**src/rtl/ddr2b_pkg.sv**
```systemverilog
package ddr2b_pkg;
  typedef enum logic [1:0] {
    OP_IDLE  = 2'd0,
    OP_READ  = 2'd1,
    OP_WRITE = 2'd2
  } op_e;
endpackage

```
**src/rtl/ddr2b_cmd_stage.sv**
```systemverilog
module ddr2b_cmd_stage
  import ddr2b_pkg::*;
#(
  parameter int AW = 4
) (
  input  logic          clk,
  input  logic          rst_n,
  input  logic          sel,
  input  logic          rd,
  input  logic [AW-1:0] addr,
  output op_e           op_q,
  output logic [AW-1:0] addr_q
);
  op_e op_d;

  always_comb begin
    op_d = OP_IDLE;
    if (sel) op_d = rd ? OP_READ : OP_WRITE;
  end

  always_ff @(posedge clk or negedge rst_n) begin
    if (!rst_n) op_q <= OP_IDLE;
    else        op_q <= op_d;
  end

  always_ff @(posedge clk) begin
    if (sel) addr_q <= addr;
  end
endmodule

```
**src/rtl/ddr2b_wbuf.sv**
```systemverilog
module ddr2b_wbuf #(
  parameter int AW = 4,
  parameter int DW = 16,
  parameter int NB = 2
) (
  input  logic                  clk,
  input  logic                  rst_n,
  input  logic                  load,
  input  logic [AW-1:0]         addr_q,
  input  logic [DW-1:0]         wd_r,
  input  logic [DW-1:0]         wd_f,
  input  logic [NB-1:0]         be_r,
  input  logic [NB-1:0]         be_f,
  output logic                  pend_v,
  output logic [AW-1:0]         pend_addr,
  output logic [1:0][DW-1:0]    pend_d,
  output logic [1:0][NB-1:0]    pend_be,
  output logic                  commit
);
  logic pend_v_d;

  assign commit = load && pend_v;

  always_comb begin
    pend_v_d = pend_v;
    if (load) pend_v_d = 1'b1;
  end

  always_ff @(posedge clk or negedge rst_n) begin
    if (!rst_n) pend_v <= 1'b0;
    else        pend_v <= pend_v_d;
  end

  always_ff @(posedge clk) begin
    if (load) begin
      pend_addr <= addr_q;
      pend_d    <= {wd_f, wd_r};
      pend_be   <= {be_f, be_r};
    end
  end
endmodule

```
**src/rtl/ddr2b_array.sv**
```systemverilog
module ddr2b_array #(
  parameter int AW = 4,
  parameter int DW = 16,
  parameter int NB = 2
) (
  input  logic               clk,
  input  logic               we,
  input  logic [AW-1:0]      wbase,
  input  logic [1:0][DW-1:0] wd,
  input  logic [1:0][NB-1:0] wbe,
  input  logic [AW-1:0]      rbase,
  output logic [1:0][DW-1:0] rd
);
  localparam int DEPTH = 1 << AW;
  localparam int BW    = DW / NB;

  logic [DW-1:0] mem [DEPTH];

  always_ff @(posedge clk) begin
    if (we) begin
      for (int w = 0; w < 2; w++) begin
        for (int b = 0; b < NB; b++) begin
          if (wbe[w][b]) mem[wbase ^ AW'(w)][b*BW +: BW] <= wd[w][b*BW +: BW];
        end
      end
    end
  end

  for (genvar w = 0; w < 2; w++) begin : g_rport
    assign rd[w] = mem[rbase ^ AW'(w)];
  end
endmodule

```
**src/rtl/ddr2b_rdout.sv**
```systemverilog
module ddr2b_rdout #(
  parameter int AW = 4,
  parameter int DW = 16,
  parameter int NB = 2
) (
  input  logic               clk,
  input  logic               rst_n,
  input  logic               go,
  input  logic [AW-1:0]      raddr,
  input  logic [1:0][DW-1:0] arr_rd,
  input  logic               pend_v,
  input  logic [AW-1:0]      pend_addr,
  input  logic [1:0][DW-1:0] pend_d,
  input  logic [1:0][NB-1:0] pend_be,
  output logic [DW-1:0]      dq_r,
  output logic [DW-1:0]      dq_f,
  output logic               oe
);
  localparam int BW = DW / NB;

  logic               hit;
  logic [1:0]         pidx;
  logic [1:0][DW-1:0] merged;
  logic [DW-1:0]      dq_r_d, dq_f_d;
  logic               oe_d;

  assign hit = pend_v && (raddr[AW-1:1] == pend_addr[AW-1:1]);

  for (genvar w = 0; w < 2; w++) begin : g_word
    assign pidx[w] = raddr[0] ^ pend_addr[0] ^ (w == 1);
    for (genvar b = 0; b < NB; b++) begin : g_byte
      assign merged[w][b*BW +: BW] = (hit && pend_be[pidx[w]][b])
                                   ? pend_d[pidx[w]][b*BW +: BW]
                                   : arr_rd[w][b*BW +: BW];
    end
  end

  always_comb begin
    oe_d   = go;
    dq_r_d = '0;
    dq_f_d = '0;
    if (go) begin
      dq_r_d = merged[0];
      dq_f_d = merged[1];
    end
  end

  always_ff @(posedge clk or negedge rst_n) begin
    if (!rst_n) begin
      oe   <= 1'b0;
      dq_r <= '0;
      dq_f <= '0;
    end else begin
      oe   <= oe_d;
      dq_r <= dq_r_d;
      dq_f <= dq_f_d;
    end
  end
endmodule

```
**src/rtl/ddr2b_sram.sv**
```systemverilog
module ddr2b_sram
  import ddr2b_pkg::*;
#(
  parameter int AW = 4,
  parameter int DW = 16,
  parameter int NB = 2
) (
  input  logic          clk,
  input  logic          rst_n,
  input  logic          cmd_sel,
  input  logic          cmd_rd,
  input  logic [AW-1:0] cmd_addr,
  input  logic [DW-1:0] wd_rise,
  input  logic [DW-1:0] wd_fall,
  input  logic [NB-1:0] wbe_rise,
  input  logic [NB-1:0] wbe_fall,
  output logic [DW-1:0] dq_rise,
  output logic [DW-1:0] dq_fall,
  output logic          dq_oe,
  output logic          echo_p,
  output logic          echo_n
);
  op_e                op_q;
  logic [AW-1:0]      addr_q;
  logic               pend_v, commit;
  logic [AW-1:0]      pend_addr;
  logic [1:0][DW-1:0] pend_d, arr_rd;
  logic [1:0][NB-1:0] pend_be;
  logic               echo_run, echo_run_d;

  ddr2b_cmd_stage #(.AW(AW)) u_cmd (
    .clk(clk), .rst_n(rst_n), .sel(cmd_sel), .rd(cmd_rd), .addr(cmd_addr),
    .op_q(op_q), .addr_q(addr_q)
  );

  ddr2b_wbuf #(.AW(AW), .DW(DW), .NB(NB)) u_wbuf (
    .clk(clk), .rst_n(rst_n), .load(op_q == OP_WRITE), .addr_q(addr_q),
    .wd_r(wd_rise), .wd_f(wd_fall), .be_r(wbe_rise), .be_f(wbe_fall),
    .pend_v(pend_v), .pend_addr(pend_addr), .pend_d(pend_d),
    .pend_be(pend_be), .commit(commit)
  );

  ddr2b_array #(.AW(AW), .DW(DW), .NB(NB)) u_array (
    .clk(clk), .we(commit), .wbase(pend_addr), .wd(pend_d), .wbe(pend_be),
    .rbase(addr_q), .rd(arr_rd)
  );

  ddr2b_rdout #(.AW(AW), .DW(DW), .NB(NB)) u_rdout (
    .clk(clk), .rst_n(rst_n), .go(op_q == OP_READ), .raddr(addr_q),
    .arr_rd(arr_rd), .pend_v(pend_v), .pend_addr(pend_addr),
    .pend_d(pend_d), .pend_be(pend_be),
    .dq_r(dq_rise), .dq_f(dq_fall), .oe(dq_oe)
  );

  assign echo_run_d = 1'b1;

  always_ff @(posedge clk or negedge rst_n) begin
    if (!rst_n) echo_run <= 1'b0;
    else        echo_run <= echo_run_d;
  end

  assign echo_p = clk & echo_run;
  assign echo_n = ~clk & echo_run;
endmodule

```
**config.mk**
```make
export PLATFORM = sky130hd
export DESIGN_NAME = ddr2b_sram
export DESIGN_NICKNAME = d
export VERILOG_FILES = /design/src/rtl/ddr2b_pkg.sv /design/src/rtl/ddr2b_cmd_stage.sv /design/src/rtl/ddr2b_wbuf.sv /design/src/rtl/ddr2b_array.sv /design/src/rtl/ddr2b_rdout.sv /design/src/rtl/ddr2b_sram.sv
export SDC_FILE = /design/constraint.sdc
export NUM_CORES = 1
export LEC_CHECK = 0
export BUFFER_PORTS_ARGS = -buffer_cell sky130_fd_sc_hd__buf_2
export CAP_MARGIN = 20
export CORE_ASPECT_RATIO = 1.1
export CORE_MARGIN = 10
export CORE_UTILIZATION = 30
export DETAILED_ROUTE_END_ITERATION = 8
export GPL_ROUTABILITY_DRIVEN = 0
export PLACE_DENSITY_LB_ADDON = 0.2
export SLEW_MARGIN = 20
export SYNTH_ARGS = -nofsm -noshare
export SYNTH_HDL_FRONTEND = slang
export SYNTH_SLANG_ARGS = --single-unit
```
**constraint.sdc**
```tcl
create_clock -name clk -period 2.74 [get_ports clk]
set_input_delay 0.137 -clock clk [delete_from_list [all_inputs] [get_ports clk]]
set_output_delay 0.137 -clock clk [all_outputs]
set_load 0.005 [all_outputs]
```
* After elaboration in Yosys (flattened, before gate mapping) *
Memory sizes are Yosys's and may differ from the RTL's. A register that Yosys moved wholly into a read port is not among the register bits.
Index checks and enable logic that the tools add are counted.

cells by class
  eq/ne operators = 3
  order comparisons = 2
  mux-type cells = 29
  reduce and logical (&&, ||, !) cells = 6
  bitwise logic cells = 7

operators with widths
  kind                count
  $mux 16             6
  $mux 8              4
  $mux 1              12
  $mux 2              6
  $logic_and 1x1->1   6
  $lt 1x2->1 const B  2
  $mux 4              1
  $not 1->1           4
  $eq 3x3->1          1
  $and 1x1->1         2
  $eq 2x1->1 const B  1
  $eq 2x2->1 const B  1
  $xor 1x1->1         1

storage, ports and cells
  word-level logic and storage cells = 60
  bits in writable memories = 256
  output and inout port bits = 35
  memories kept = 1
  bits in registers = 81
  input port bits = 44

memories
  name         depth  bits a word  read ports  clocked after memory_dff  wr ports  line               source
  u_array.mem  16     16           2           1                         2         ddr2b_array.sv:17  logic [DW-1:0] mem [DEPTH];

* Longest topological paths before layout *
Gate-level depths: netlist (run 1).

  word-level depth = 7
  gate-level depth with buffers = 6
  depth with buffers taken out = 4

* By module *
A second synthesis (run 1) with hierarchy kept.

second synthesis, totals
  cell total of the unflattened synthesis = 1211
  area total of the unflattened synthesis = 18461.5 um^2

modules (own cells, without submodules)
  module           sequential area each (um^2)  area an instance (um^2)  instances  cells each
  ddr2b_array      7687.4                       14999.4                  1          963
  ddr2b_rdout      825.8                        1976.9                   1          191
  ddr2b_wbuf       1226.2                       1239.9                   1          43
  ddr2b_cmd_stage  170.2                        186.4                    1          8
  ddr2b_sram       25.0                         58.8                     1          6

==> impl_metrics.env, run 1 <==
export IMPL_cp_arrival_ns=2.78
export IMPL_hold_path_class="in -> async"
export IMPL_routed_wl_mm=54.5
export IMPL_place_inst=2023
export IMPL_nNetsFinal=1333
export IMPL_cts_resized=0
export IMPL_dieArea_um2=71400
export IMPL_io_pin_count=79
export IMPL_vdd_ir_drop_max_v=0.000470
export IMPL_final_cells=2147
export IMPL_crit_required_ns=3.09
export IMPL_grt_usage_pct=15.2
export IMPL_ys_types=38
export IMPL_ys_async_sr_fraction_pct=10.9
export IMPL_reg2reg_to="u_array.mem[3][0]"
export IMPL_synthFlopType="edfxtp_1"
export IMPL_clk_latency_ns=0.66
export IMPL_netlist_top_cells_count="edfxtp_1, mux2_2, mux4_2"
export IMPL_grt_pass1_vias=12000
export IMPL_synth_edff_count=300
export IMPL_fill_cells=5791
export IMPL_power_density_nw_per_um2=589
export IMPL_yosys_warnings=0
export IMPL_die_w_um=256
export IMPL_finalMaxSlewViolations=0
export IMPL_leakagePower_uw=0.00734
export IMPL_dr_total_vias=11400
export IMPL_post_synth_top_count_cell="edfxtp_1"
export IMPL_fin_setup_tns_ns=0
export IMPL_holdBufCountCts=44
export IMPL_maxCapViolCount=0
export IMPL_cts_clk_slew_worst_paths_ns=0.06
export IMPL_synth_seq_area_share_pct=54.6
export IMPL_synth_area_per_cell_um2=16.2
export IMPL_synth_seq_cells=341
export IMPL_placementRows=95
export IMPL_vias_per_cell=5.31
export IMPL_cts_setup_buffers=0
export IMPL_hpwl_mm=38.0
export IMPL_grt_max_degree=42
export IMPL_setup_violations=0
export IMPL_synth_top_area_share_pct=49.1
export IMPL_finalCritPeriodShare_pct=88.6
export IMPL_port_buffers=78
export IMPL_area_growth_pct=19.7
export IMPL_drt_antenna_violating_nets=0
export IMPL_synth_nets=1174
export IMPL_crit_path_max_fanout=13
export IMPL_initial_core_util_pct=30.1
export IMPL_drtPass1Iterations=5
export IMPL_whs_ns=0.00574
export IMPL_drtIter0Drc=1004
export IMPL_antenna_found_initial=1
export IMPL_status="finished, final reports clean"
export IMPL_synthCells=1130
export IMPL_regToRegStartpoint="u_wbuf.pend_addr[0]"
export IMPL_rsz0062_at_grt="no"
export IMPL_worstMarginPinSlew_ns=0.828
export IMPL_r2r_slack_ns=0.31
export IMPL_wl_per_cell_um=25.4
export IMPL_max_freq_mhz=412
export IMPL_finalCriticalPeriod_ns=2.43
export IMPL_dp_worst_setup_slack_ns=0.344
export IMPL_synthesis_area_um2=18300
export IMPL_grt_pass1_wl_mm=82.2
export IMPL_end_kind="flip-flop"
export IMPL_synth_largest_area_cell="edfxtp_1"
export IMPL_tritoncts="built"
export IMPL_startpoint_type="flip-flop"
export IMPL_crit_type="reg -> reg"
export IMPL_slew_headroom_pct=44.8
export IMPL_die_h_um=279
export IMPL_core_area_um2=60900
export IMPL_fin_worst_skew_ns=0.0207
export IMPL_yosys_top_cells_area="edfxtp_1, mux2_2, mux4_2"
export IMPL_grt_overflow=0
export IMPL_drcViolationCount=0
export IMPL_setup_ws_ns=0.312
export IMPL_drive_gt1_share_pct=51.0
export IMPL_finalHoldViolations=0
export IMPL_r2r_cells=5
-- kinds of logic after synthesis --
| kind of cell | after synthesis | synth area share (%) |
|---|---|---|
| muxes | 424 | 34.0 |
| DFF | 341 | 54.6 |
| AOI/OAI and AO/OA | 158 | 5.90 |
| buffers and inverters | 102 | 2.42 |
| and+or+nand+nor | 100 | 2.80 |
| xor gates and xnor gates | 4 | 0.293 |
| other | 1 | 0.0205 |
-- metal layers --
metal | track usage, % | share of wire [%]
met5 | 0 | 0
met4 | 3.97 | 2.0
met3 | 2.11 | 4.8
met2 | 25.1 | 48
met1 | 20.6 | 45
-- layout make-up --
class | count | area (um^2) | share of cell area, %
Antenna cell | 1 | 2.50 | 0.0114
Clock buffer | 66 | 1260 | 5.74
Clock inverter | 15 | 135 | 0.616
Multi-Input combinational cell | 687 | 7890 | 35.9
Sequential cell | 341 | 10000 | 45.7
Tap cell | 824 | 1030 | 4.70
Timing Repair Buffer | 213 | 1610 | 7.33
-- worst max-delay path, stage by stage, from the launching register on --
cell and delay, ns:
edfxtp_1 0.61, nand2b_1 0.27, nor3_1 0.40, nand2_1 0.42, o21ai_0 0.19, buf_4 0.23
-- worst max path at each step --
stage | slack [ns] | depth (start not counted) | from | endpoint
after floorplan | 0.10 | 1 | u_cmd.op_q[0] | u_wbuf.pend_addr[0]
after global placement | 0.33 | 3 | u_wbuf.pend_addr[0] | u_array.mem[13][10]
after detailed placement | 0.34 | 5 | u_wbuf.pend_addr[0] | u_array.mem[3][2]
after CTS | 0.31 | 5 | u_wbuf.pend_addr[0] | u_array.mem[3][0]
after global routing | 0.18 | 5 | u_wbuf.pend_addr[0] | u_array.mem[3][2]
final | 0.31 | 5 | u_wbuf.pend_addr[0] | u_array.mem[3][0]
-- metrics by stage --
stage	instance area (um^2)	power, uW	util [%]
2_1_floorplan	18300	6880	-
3_3_place_gp	20100	7420	33.1
3_5_place_dp	20100	7440	33.1
4_1_cts	21900	13100	36.1
5_1_grt	21900	13400	36.1
6_report	21900	12900	36.1
-- power breakdown --
group | internal [uW] | switching, uW | leakage (uW)
registers | 5740 | 184 | 0.00324
clock network | 3370 | 2220 | 0.000693
logic | 724 | 698 | 0.00340
total | 9830 | 3110 | 0.00734
-- registers in the layout, indices dropped and copies added, names as in the netlist, named ones only --
register and cells:
u_array.mem 256, u_wbuf.pend_d 32, u_rdout.dq_f 16, u_rdout.dq_r 16
u_cmd.addr_q 4, u_wbuf.pend_addr 4, u_wbuf.pend_be 4, u_cmd.op_q 2
echo_run 1, u_rdout.oe 1, u_wbuf.pend_v 1
-- placed cells by master (no fill, tap or decap), types with 6 or more instances in the layout --
master         instances
mux4_2               128
o21ai_0               21
nor2b_1                6
and2_1                 6
dlygate4sd3_1         44
nor2_2                10
o31ai_1               32
nor2_1                 8
o22ai_1               10
a31oi_1               30
mux2_2               291
clkbuf_1              16
buf_2                 77
dfrtp_1               37
nand2_1               37
clkinv_2               7
buf_4                 87
edfxtp_1             300
clkbuf_16             47
a22oi_1               58
buf_12                 7
No activity file was read; power rests on OpenSTA's default activity.
==> inputs of run 2 (changes only) <==
--- a/config.mk
+++ b/config.mk
@@ -7,6 +7,8 @@
 export LEC_CHECK = 0
 export BUFFER_PORTS_ARGS = -buffer_cell sky130_fd_sc_hd__buf_2
 export CAP_MARGIN = 20
+export CELL_PAD_IN_SITES_DETAIL_PLACEMENT = 1
+export CELL_PAD_IN_SITES_GLOBAL_PLACEMENT = 2
 export CORE_ASPECT_RATIO = 1.1
 export CORE_MARGIN = 10
 export CORE_UTILIZATION = 30
==> run 2 against run 1 <==
Net effect: setup slack improved by 0.024 ns; first-iteration DRC count down 26%; via count down 0.87%; largest cell class unchanged; critical path depth stayed put; register-to-register slack better by 0.02 ns; core utilization is 0.29 points lower; combinational power about the same; global-route usage increased by 0.89 points.
==> impl_metrics.env, run 2 (same netlist as run 1, synthesis figures left out) <==
export IMPL_r2r_cells=5
export IMPL_cts_resized=0
export IMPL_grt_usage_pct=16.1
export IMPL_rsz0062_at_grt="no"
export IMPL_finalMaxSlewViolations=0
export IMPL_antenna_found_initial=1
export IMPL_hold_path_class="in -> async"
export IMPL_finalCritPeriodShare_pct=87.7
export IMPL_final_util_pct=35.8
export IMPL_grt_max_degree=42
export IMPL_cts_clk_slew_worst_paths_ns=0.06
export IMPL_core_area_um2=60900
export IMPL_power_density_nw_per_um2=588
export IMPL_initial_core_util_pct=30.1
export IMPL_fin_worst_skew_ns=0.0158
export IMPL_fin_setup_tns_ns=0
export IMPL_die_w_um=256
export IMPL_drtIter0Drc=741
export IMPL_maxCapViolCount=0
export IMPL_vias_per_cell=5.30
export IMPL_setup_ws_ns=0.336
export IMPL_vdd_ir_drop_max_v=0.000366
export IMPL_finalCriticalPeriod_ns=2.40
export IMPL_io_pin_count=79
export IMPL_cts_setup_buffers=0
export IMPL_grt_pass1_vias=12200
export IMPL_status="finished, final reports clean"
export IMPL_clk_latency_ns=0.68
export IMPL_largest_reg_flops=256
export IMPL_placementRows=95
export IMPL_dp_worst_setup_slack_ns=0.280
export IMPL_top_register="u_array.mem"
export IMPL_setup_violations=0
export IMPL_startpoint_type="flip-flop"
export IMPL_dr_total_vias=11300
export IMPL_layout_common_cells="edfxtp_1, mux2_2, mux4_2, buf_2, buf_4"
export IMPL_worstMarginPinSlew_ns=0.931
export IMPL_die_h_um=279
export IMPL_routed_wl_mm=57.9
export IMPL_dieArea_um2=71400
export IMPL_wl_per_cell_um=27.1
export IMPL_drcViolationCount=0
export IMPL_max_freq_mhz=416
export IMPL_port_buffers=78
export IMPL_grt_pass1_wl_mm=86.0
export IMPL_end_kind="flip-flop"
export IMPL_nNetsFinal=1322
export IMPL_final_cells=2132
export IMPL_crit_path_max_fanout=9
export IMPL_placed_cell_area_um2=20000
export IMPL_place_inst=2012
export IMPL_crit_type="reg -> reg"
export IMPL_final_area_um2=21800
export IMPL_crit_required_ns=3.11
export IMPL_leakagePower_uw=0.00725
export IMPL_area_growth_pct=18.7
export IMPL_drt_antenna_violating_nets=0
export IMPL_hpwl_mm=40.5
export IMPL_diodes=0
export IMPL_finalHoldViolations=0
export IMPL_reg_top3="u_array.mem x256, u_wbuf.pend_d x32"
export IMPL_drtPass1Iterations=5
export IMPL_slew_headroom_pct=38.0
export IMPL_tritoncts="built"
export IMPL_grt_overflow=0
export IMPL_drive_gt1_share_pct=50.4
export IMPL_layout_commonest_cell="edfxtp_1"
export IMPL_cp_arrival_ns=2.77
[run 2: through the flow]
stage	power [uW]	hold WS, ns
2_1_floorplan	6880	-0.159
3_3_place_gp	7430	0.265
3_5_place_dp	7450	0.265
4_1_cts	13000	0.130
5_1_grt	13300	0.149
6_report	12800	0.131
[run 2: final cells by class]
type / count / area [um^2]
clock buffers: 66 / 1230
clock inverters: 12 / 105
fillers: 6259 / 39100
multi-input cells: 687 / 7890
flip-flops and latches: 341 / 10000
well taps: 824 / 1030
repair buffers: 202 / 1500
[run 2: critical path, cell delays in order, from the launching register on]
cell and delay [ns]:
dfrtp_1 0.41, and3b_1 0.35, and2_1 0.43, nand2_1 0.45, o21ai_0 0.20, buf_4 0.24
[run 2: layer usage]
metal	track usage (%)	vias up	share of wire, %	wire length, um
li1	-	4967	-	-
met1	21.9	6033	46	26800
met2	26.3	243	48	27800
met3	2.63	64	4.1	2350
met4	3.89	0	1.7	977
met5	0	-	0	0
[run 2: path summary, 6_finish.rpt]
path	endpoint	startpoint	slack, ns
max reg2reg	u_array.mem[11][9]	u_cmd.op_q[0]	0.34
min in group clk	u_wbuf.pend_d[21]	wd_fall[5]	0.17
max	u_array.mem[11][9]	u_cmd.op_q[0]	0.34
min	u_rdout.dq_r[1]	rst_n	0.13
max in group asynchronous	echo_run	rst_n	1.93
min reg2reg	u_wbuf.pend_v	u_wbuf.pend_v	0.53
[run 2: power by group]
part / switching (uW) / internal (uW) / total, uW / leakage, uW
Sequential: 169 / 5740 / 5910 / 0.00324
Combinational: 736 / 708 / 1440 / 0.00334
Clock: 2190 / 3260 / 5450 / 0.000661
Total: 3090 / 9710 / 12800 / 0.00725
[run 2: what timing repair did]
action / CTS / global route
setup endpoints to repair: 0 / 0
endpoints found under the hold margin: 82 / 0
hold buffers: 44 / 0
